===== config.mk =====
export PLATFORM = sky130hd
export DESIGN_NAME = instr_reg_loader
export DESIGN_NICKNAME = d
export VERILOG_FILES = /design/src/rtl/instr_reg_loader_pkg.sv /design/src/rtl/irl_addr_match.sv /design/src/rtl/irl_setup_regs.sv /design/src/rtl/irl_rsp_gen.sv /design/src/rtl/instr_reg_loader.sv
export SDC_FILE = /design/constraint.sdc
export NUM_CORES = 1
export LEC_CHECK = 0
export CORE_MARGIN = 2
export CORE_UTILIZATION = 24
export DETAILED_ROUTE_END_ITERATION = 7
export GPL_TIMING_DRIVEN = 0
export MAX_ROUTING_LAYER = met4
export PLACE_DENSITY_LB_ADDON = 0.12
export SLEW_MARGIN = 20
export SYNTH_ARGS = -nofsm -noshare
export SYNTH_HDL_FRONTEND = slang
export SYNTH_SLANG_ARGS = --single-unit

===== constraint.sdc =====
create_clock -name clk_i -period 2.7 [get_ports clk_i]
set_input_delay 0.54 -clock clk_i [delete_from_list [all_inputs] [get_ports clk_i]]
set_output_delay 0.54 -clock clk_i [all_outputs]
set_load 0.01 [all_outputs]

===== src/rtl/instr_reg_loader_pkg.sv =====
package instr_reg_loader_pkg;
  localparam logic [2:0] MODE_STATUS = 3'd0;
  localparam logic [2:0] MODE_BUS    = 3'd1;
  localparam logic [2:0] MODE_START  = 3'd3;
  localparam logic [2:0] MODE_LEN    = 3'd4;
  localparam int unsigned N_SETUP = 3;

  function automatic logic [2:0] setup_mode(input int unsigned idx);
    case (idx)
      0:       return MODE_BUS;
      1:       return MODE_START;
      default: return MODE_LEN;
    endcase
  endfunction

  function automatic logic mode_defined(input logic [2:0] m);
    return (m == MODE_STATUS) || (m == MODE_BUS) || (m == MODE_START) || (m == MODE_LEN);
  endfunction
endpackage


===== src/rtl/irl_addr_match.sv =====
module irl_addr_match #(
  parameter int unsigned AW = 6
) (
  input  logic [AW-1:0] instr_addr_i,
  input  logic [AW-1:0] term_addr_i,
  input  logic [AW-1:0] prog_addr_i,
  input  logic          ext_addr_en_i,
  output logic          hit_term_o,
  output logic          hit_group_o
);
  always_comb begin
    hit_term_o  = (instr_addr_i == term_addr_i);
    // group hit only counts when the terminal address did not hit
    hit_group_o = ext_addr_en_i && !hit_term_o && (instr_addr_i == prog_addr_i);
  end
endmodule


===== src/rtl/irl_setup_regs.sv =====
module irl_setup_regs
  import instr_reg_loader_pkg::*;
#(
  parameter int unsigned DW = 16
) (
  input  logic          clk_i,
  input  logic          rst_ni,
  input  logic          load_i,
  input  logic [2:0]    mode_i,
  input  logic [DW-1:0] data_i,
  output logic [DW-1:0] regs_o [N_SETUP]
);
  for (genvar g = 0; g < N_SETUP; g++) begin : g_reg
    localparam logic [2:0] CODE = setup_mode(g);
    logic [DW-1:0] q;
    always_ff @(posedge clk_i or negedge rst_ni) begin
      if (!rst_ni)                        q <= '0;
      else if (load_i && mode_i == CODE)  q <= data_i;
    end
    assign regs_o[g] = q;
  end
endmodule


===== src/rtl/irl_rsp_gen.sv =====
module irl_rsp_gen
  import instr_reg_loader_pkg::*;
#(
  parameter int unsigned DW = 16
) (
  input  logic          clk_i,
  input  logic          rst_ni,
  input  logic          answer_i,
  input  logic [2:0]    mode_i,
  input  logic [DW-1:0] data_i,
  input  logic [DW-1:0] status_i,
  output logic          rsp_valid_o,
  output logic [2:0]    rsp_mode_o,
  output logic [DW-1:0] rsp_word_o
);
  always_ff @(posedge clk_i or negedge rst_ni) begin
    if (!rst_ni) begin
      rsp_valid_o <= 1'b0;
      rsp_mode_o  <= '0;
      rsp_word_o  <= '0;
    end else begin
      rsp_valid_o <= answer_i;
      if (answer_i) begin
        rsp_mode_o <= mode_i;
        // load modes echo the written value, which is the register's new content
        rsp_word_o <= (mode_i == MODE_STATUS) ? status_i : data_i;
      end
    end
  end
endmodule


===== src/rtl/instr_reg_loader.sv =====
module instr_reg_loader
  import instr_reg_loader_pkg::*;
#(
  parameter int unsigned DW = 16,
  parameter int unsigned AW = 6,
  parameter int unsigned UW = DW - AW - 2
) (
  input  logic          clk_i,
  input  logic          rst_ni,
  input  logic          instr_valid_i,
  input  logic [2:0]    instr_mode_i,
  input  logic [AW-1:0] instr_addr_i,
  input  logic [DW-1:0] instr_data_i,
  input  logic [AW-1:0] term_addr_i,
  input  logic          ext_addr_en_i,
  input  logic          prog_addr_we_i,
  input  logic [AW-1:0] prog_addr_i,
  input  logic [UW-1:0] user_status_i,
  output logic [DW-1:0] bus_sel_o,
  output logic [DW-1:0] start_addr_o,
  output logic [DW-1:0] block_len_o,
  output logic [AW-1:0] prog_addr_o,
  output logic          rsp_valid_o,
  output logic [2:0]    rsp_mode_o,
  output logic [DW-1:0] rsp_word_o
);
  logic [AW-1:0] prog_q;
  logic          hit_term, hit_group, mode_ok, accept, answer;
  logic [DW-1:0] status_word;
  logic [DW-1:0] regs [N_SETUP];

  always_ff @(posedge clk_i or negedge rst_ni) begin
    if (!rst_ni)             prog_q <= '0;
    else if (prog_addr_we_i) prog_q <= prog_addr_i;
  end

  irl_addr_match #(.AW(AW)) u_match (
    .instr_addr_i (instr_addr_i),
    .term_addr_i  (term_addr_i),
    .prog_addr_i  (prog_q),
    .ext_addr_en_i(ext_addr_en_i),
    .hit_term_o   (hit_term),
    .hit_group_o  (hit_group)
  );

  always_comb begin
    mode_ok     = mode_defined(instr_mode_i);
    accept      = instr_valid_i && mode_ok && (hit_term || hit_group);
    answer      = instr_valid_i && mode_ok && hit_term;
    status_word = {user_status_i, ext_addr_en_i, 1'b1, prog_q};
  end

  irl_setup_regs #(.DW(DW)) u_regs (
    .clk_i (clk_i),
    .rst_ni(rst_ni),
    .load_i(accept),
    .mode_i(instr_mode_i),
    .data_i(instr_data_i),
    .regs_o(regs)
  );

  irl_rsp_gen #(.DW(DW)) u_rsp (
    .clk_i      (clk_i),
    .rst_ni     (rst_ni),
    .answer_i   (answer),
    .mode_i     (instr_mode_i),
    .data_i     (instr_data_i),
    .status_i   (status_word),
    .rsp_valid_o(rsp_valid_o),
    .rsp_mode_o (rsp_mode_o),
    .rsp_word_o (rsp_word_o)
  );

  assign bus_sel_o    = regs[0];
  assign start_addr_o = regs[1];
  assign block_len_o  = regs[2];
  assign prog_addr_o  = prog_q;
endmodule


# Yosys cells after proc, flatten, opt, wreduce, memory -nomap -nowiden
# Cells that the tools add are included.
[totals]
input_bits = 50
word_cells = 27
register_bits = 74
out_inout_bits = 74
[classes]
n_reduce_logical = 14
eq_ne = 5
n_mux = 1
[op_table]
columns = ["operator", "count"]
rows = [
  ["16-bit 2-to-1 mux", 1],
  ["6-bit equality test", 2],
  ["1-bit logical AND", 8],
  ["1-bit logical OR", 4],
  ["3-bit by 1-bit equality test with 1-bit output (second input constant)", 1],
  ["3-bit by 2-bit equality test with 1-bit output (second input constant)", 1],
  ["3-bit equality test (second input constant)", 1],
  ["3-bit zero test", 1],
  ["1-bit zero test", 1],
]

# Logic depth before layout (Yosys ltp)
[depth]
ltp_word = 7
depth_mapped = 6
depth_no_buf = 5

# By module
# A second synthesis with hierarchy kept.
[hier_totals]
cells_unflattened = 241
hier_area_um2 = 3315.7
[by_module_without_submodules]
columns = ["mod", "cells_each", "area_each_um2", "instances"]
rows = [
  ["irl_setup_regs", 104, 1838.0, 1],
  ["irl_rsp_gen", 100, 1044.8, 1],
  ["instr_reg_loader", 19, 285.3, 1],
  ["irl_addr_match", 18, 147.6, 1],
]

# Worst setup path before layout
# No wires, ideal clock.
[synth_path]
path_type = "input to register"
start = "input instr_addr_i[5]"
end = "register u_regs.g_reg[0].q[10]"
t_arrival_ps = 1900
cell_stages = 6
setup_slack_ps = 675
setup_time_ps = 125
path_cell_list = "xnor2_1 -> nand3_1 -> nor4_4 -> o211ai_4 -> buf_6 -> mux2_4"
[synth_via]
elab_chain_len = 7
elab_cells_between_ends = 8
classes_between = "2 x eq/ne; 6 x reduce/logical"
[synth_rtl]
columns = ["element", "line_no", "source"]
rows = [
  ["start, declared", "instr_reg_loader.sv:12", "input logic [AW-1:0] instr_addr_i,"],
  ["6-bit equality test", "irl_addr_match.sv:12", "hit_term_o = (instr_addr_i == term_addr_i);"],
  ["1-bit zero test", "irl_addr_match.sv:14", "hit_group_o = ext_addr_en_i && !hit_term_o && (instr_addr_i == prog_addr_i);"],
  ["1-bit logical AND (2 in a row)", "irl_addr_match.sv:14", ""],
  ["1-bit logical OR (*)", "instr_reg_loader.sv:48", "accept = instr_valid_i && mode_ok && (hit_term || hit_group);"],
  ["1-bit logical AND (*)", "instr_reg_loader.sv:48", ""],
  ["1-bit logical AND (*)", "irl_setup_regs.sv:18", "else if (load_i && mode_i == CODE) q <= data_i;"],
  ["end signal, assigned", "irl_setup_regs.sv:18", ""],
  ["end, declared", "irl_setup_regs.sv:15", "logic [DW-1:0] q;"],
]
# Every way passes the cells marked *; elsewhere a longest branch is shown, timed or not.
# A chain may end at the register's enable or synchronous reset.

# Worst setup path after layout
[layout_path]
start = "input instr_addr_i[2]"
end = "register u_regs.g_reg[2].q[10]"
[layout_via]
elab_chain_len = 7
elab_cells_between_ends = 8
classes_between = "2 x eq/ne; 6 x reduce/logical"
[layout_rtl]
columns = ["element", "line_no"]
rows = [
  ["6-bit equality test", "irl_addr_match.sv:12"],
  ["1-bit zero test", "irl_addr_match.sv:14"],
  ["1-bit logical AND (2 in a row)", "irl_addr_match.sv:14"],
  ["1-bit logical OR (*)", "instr_reg_loader.sv:48"],
  ["1-bit logical AND (*)", "instr_reg_loader.sv:48"],
  ["1-bit logical AND (*)", "irl_setup_regs.sv:18"],
  ["end signal, assigned", "irl_setup_regs.sv:18"],
  ["end, declared", "irl_setup_regs.sv:15"],
]
# Marked as above.

==> results.md <==
- Register area share after synthesis: 0.573
- Number of clock sinks seen by CTS: 74
- Max Clock Freq: a little over 0.4 GHz
- Core Area: around 0.013 mm2
- Final global-route overflow total: 0
- Die Width: about 120 um
- Antenna diode count: 0
- Antenna violation net count after detailed routing: 0
- Number of ports placed on the die boundary: about 120
- Post-synthesis compound-gate area fraction: 0.0445
- Synth cell types: 20
- CP endpoint kind: flop
- Pin count of the biggest net entering global routing: 43
- Initial DRT Pass Iterations: 4
- Setup TNS: 0 ns
- Synthesized cell area: 0.00323 mm2
- Startpoint type of the worst setup path: primary input
- Total global routing track utilization: 0.134
- Slack of the worst reg-to-reg path: between 0.5 and 0.6 ns
- Die height: between 100 and 150 um
- GPL Wtd Cong: 0.691
- CP max-delay cell: sky130_fd_sc_hd__clkdlybuf4s50_1
- Max-cap violations: 0
- Initial core utilization: 0.245
- # port buffers: ~120
- Post-synthesis mux area share: 0.280
- Wire length of the first global-routing pass: about 14 mm
- Maximum buffer depth of the clock tree: 2
- Number of placed cells counting well taps: 513
- Per-instance average area after synthesis: around 15 um2
- Final max-slew violation count: 0
- Placed cell area: 0.00470 mm2
- # resized after CTS: 0
- Fraction of the cycle the final worst path needs: 0.911
- DRC violations left: 0
- Vias in the first global route: approximately 2.4k
- Total nets after synthesis: around 260
- Run status: complete, no violations
- Number of setup violations in the final report: 0
- Share of synthesized cell area in and, or, nand and nor gates: 0.0511
- Fin cells: between 500 and 600
- Leak Pwr: ~2.3 nW
- HPWL after detailed placement: about 6.4 mm
- Area growth, synth to finish: 56.0%
- Buffers plus inverters on the worst setup path: 2
- Worst-margin pin slew: approximately 0.77 ns
- Clock network latency to the later pin of the worst-skew pair: between 0.3 and 0.4 ns
- Initial antenna violation count: 0
- Count of synthesis-stage warnings from yosys: 0
- Cells along the critical path: clkdlybuf4s50_1 -> xnor2_1 -> nand4_1 -> nor4_4 -> o211ai_4 -> buf_6 -> mux2_4
- Post-CTS clock slew at the launch and capture registers of the worst setup and hold paths: ~0.060 ns
- Fraction of synthesized cell area in xor and xnor cells: 0.0325
- Total via count after detailed routing: approximately 2.2k
- Post-layout min period: about 2.5 ns
- Type of the tightest min-delay check: primary input to asynchronous set/reset pin
- Overall routed net length: 8.93 mm
- Worst path max stage delay: approximately 0.5 ns
- Arithmetic-cell share of the synthesized area counting full adders, half adders and majority gates: 0
- Arrival time worst endpoint: approximately 2.7 ns
- Worst Path Class, Setup: primary input to flop
- Required time worst endpoint: ~3 ns
- Combinational family with the most area after synthesis: multiplexers
- Number of buffers inserted to repair setup after CTS: 0
- TritonCTS clock tree: yes
- First-iteration detailed-routing DRC count: 53
- Launch instance of the worst register-to-register path: prog_addr_o[1]$_DFFE_PN0P_
- Final layout net count: ~400
- Fraction of final layout cells sized beyond drive strength 1: 0.249
- Via density per instance: 4.16
- Highest fanout seen on the critical path: 10
- Synthesized instance count: 214
- Family with the most delay on the worst path: buffers and inverters
- TritonCTS Buffers: 9
- Total count of hold-check failures in the final report: 0
- Clock H-tree levels: 3
- Final core utilization: 0.382
- Peak supply drop: about 0.32 mV
- Post-route cell area: roughly 0.005 mm2
- Number of cell rows: 42
- Final Skew: about 0.0037 ns
- Die area: between 0.01 and 0.015 mm2
- Routed length per instance: 16.9 um
- Final hold slack: roughly 0.16 ns
- CTS root buffer: sky130_fd_sc_hd__clkbuf_16
- Worst Setup SP: instr_addr_i[2]
- Seq cells post-synth: 74
- CTS hold repair buffers: 0
- Tightest slew margin relative to the limit: 0.483
- Power per Cell Area: 655 mW/mm2
- RSZ-0062 raised after global routing: false
worst paths after layout:
path	to	cells past startpoint
max in group asynchronous	prog_addr_o[5]$_DFFE_PN0P_	2
worst max register to register	u_regs.g_reg[2].q[10]$_DFFE_PN0P_	6
worst min register to register	u_regs.g_reg[1].q[2]$_DFFE_PN0P_	1
worst min-delay path	u_regs.g_reg[2].q[10]$_DFFE_PN0P_	1
min in group clk_i	u_regs.g_reg[1].q[2]$_DFFE_PN0P_	1
worst max-delay path	u_regs.g_reg[2].q[10]$_DFFE_PN0P_	7
kinds of logic (layout without fill, tap and decap cells):
family	count (synthesis)	in the layout
xor gates and xnor gates	12	12
buffers and inverters	9	148
DFF	74	74
and+or+nand+nor	28	28
AOI/OAI and AO/OA	19	19
muxes	72	72
synthesized netlist by cell type, drive strengths merged:
| cell type | n | area share |
|---|---|---|
| o211ai | 3 | 0.020 |
| mux2i | 15 | 0.046 |
| buf | 7 | 0.017 |
| inv | 1 | 0.0012 |
| a21oi | 16 | 0.025 |
| mux2 | 57 | 0.23 |
| and2b | 1 | 0.0023 |
| dfrtp | 74 | 0.57 |
| xor2 | 5 | 0.014 |
| nor2 | 19 | 0.022 |
| clkbuf | 1 | 0.0012 |
| nand4 | 1 | 0.0019 |
| nor3 | 2 | 0.0046 |
| nor3b | 1 | 0.0039 |
| nand3 | 2 | 0.0031 |
| xnor2 | 7 | 0.019 |
| nor4 | 2 | 0.013 |
state kept, by name (all words and copies together) (netlist names):
signal             count
prog_addr_o            6
u_regs.g.q            48
u_rsp.rsp_mode_o       3
u_rsp.rsp_valid_o      1
u_rsp.rsp_word_o      16
layout by cell type (no fill, tap or decap), types with 5 or more instances in the layout:
cell,Yosys,layout
sky130_fd_sc_hd__clkdlybuf4s50_1,0,121
sky130_fd_sc_hd__dfrtp_1,74,74
sky130_fd_sc_hd__mux2_4,30,30
sky130_fd_sc_hd__mux2_2,27,27
sky130_fd_sc_hd__nor2_1,19,19
sky130_fd_sc_hd__a21oi_1,16,16
sky130_fd_sc_hd__mux2i_1,15,15
sky130_fd_sc_hd__clkbuf_16,0,9
sky130_fd_sc_hd__xnor2_1,7,7
sky130_fd_sc_hd__xor2_1,5,5
per-stage QoR:
step                      setup slack, ns  power (mW)
after floorplan                     0.675        1.54
after global placement              -1.82        1.94
after detailed placement           -0.173        1.94
after CTS                           0.183        3.37
after global routing               0.0739        3.46
final                               0.240        3.30
final cells by class:
class	count	area, um2
flip-flops and latches	74	1850
multi-input cells	131	1320
plain buffers	8	57.6
fillers	1295	8150
clock buffers	10	229
repair buffers	123	1250
clock inverters	6	114
well taps	176	220
inverters	1	3.75
metal layers:
metal / routed length [um] / share of wire / vias up / global-route usage
met1: 4050 / 0.45 / 1066 / 0.169
met5: 0 / 0 / - / -
met2: 4160 / 0.47 / 87 / 0.207
met3: 616 / 0.069 / 8 / 0.0437
li1: - / - / 1038 / -
met4: 106 / 0.012 / 0 / 0.0397
where the power goes:
part / switching (mW) / internal [mW] / total (mW)
Sequential: 0.0754 / 1.23 / 1.30
Clock: 0.484 / 0.907 / 1.39
Combinational: 0.238 / 0.374 / 0.612
Total: 0.798 / 2.51 / 3.30
No activity file was read; power rests on OpenSTA's default activity.
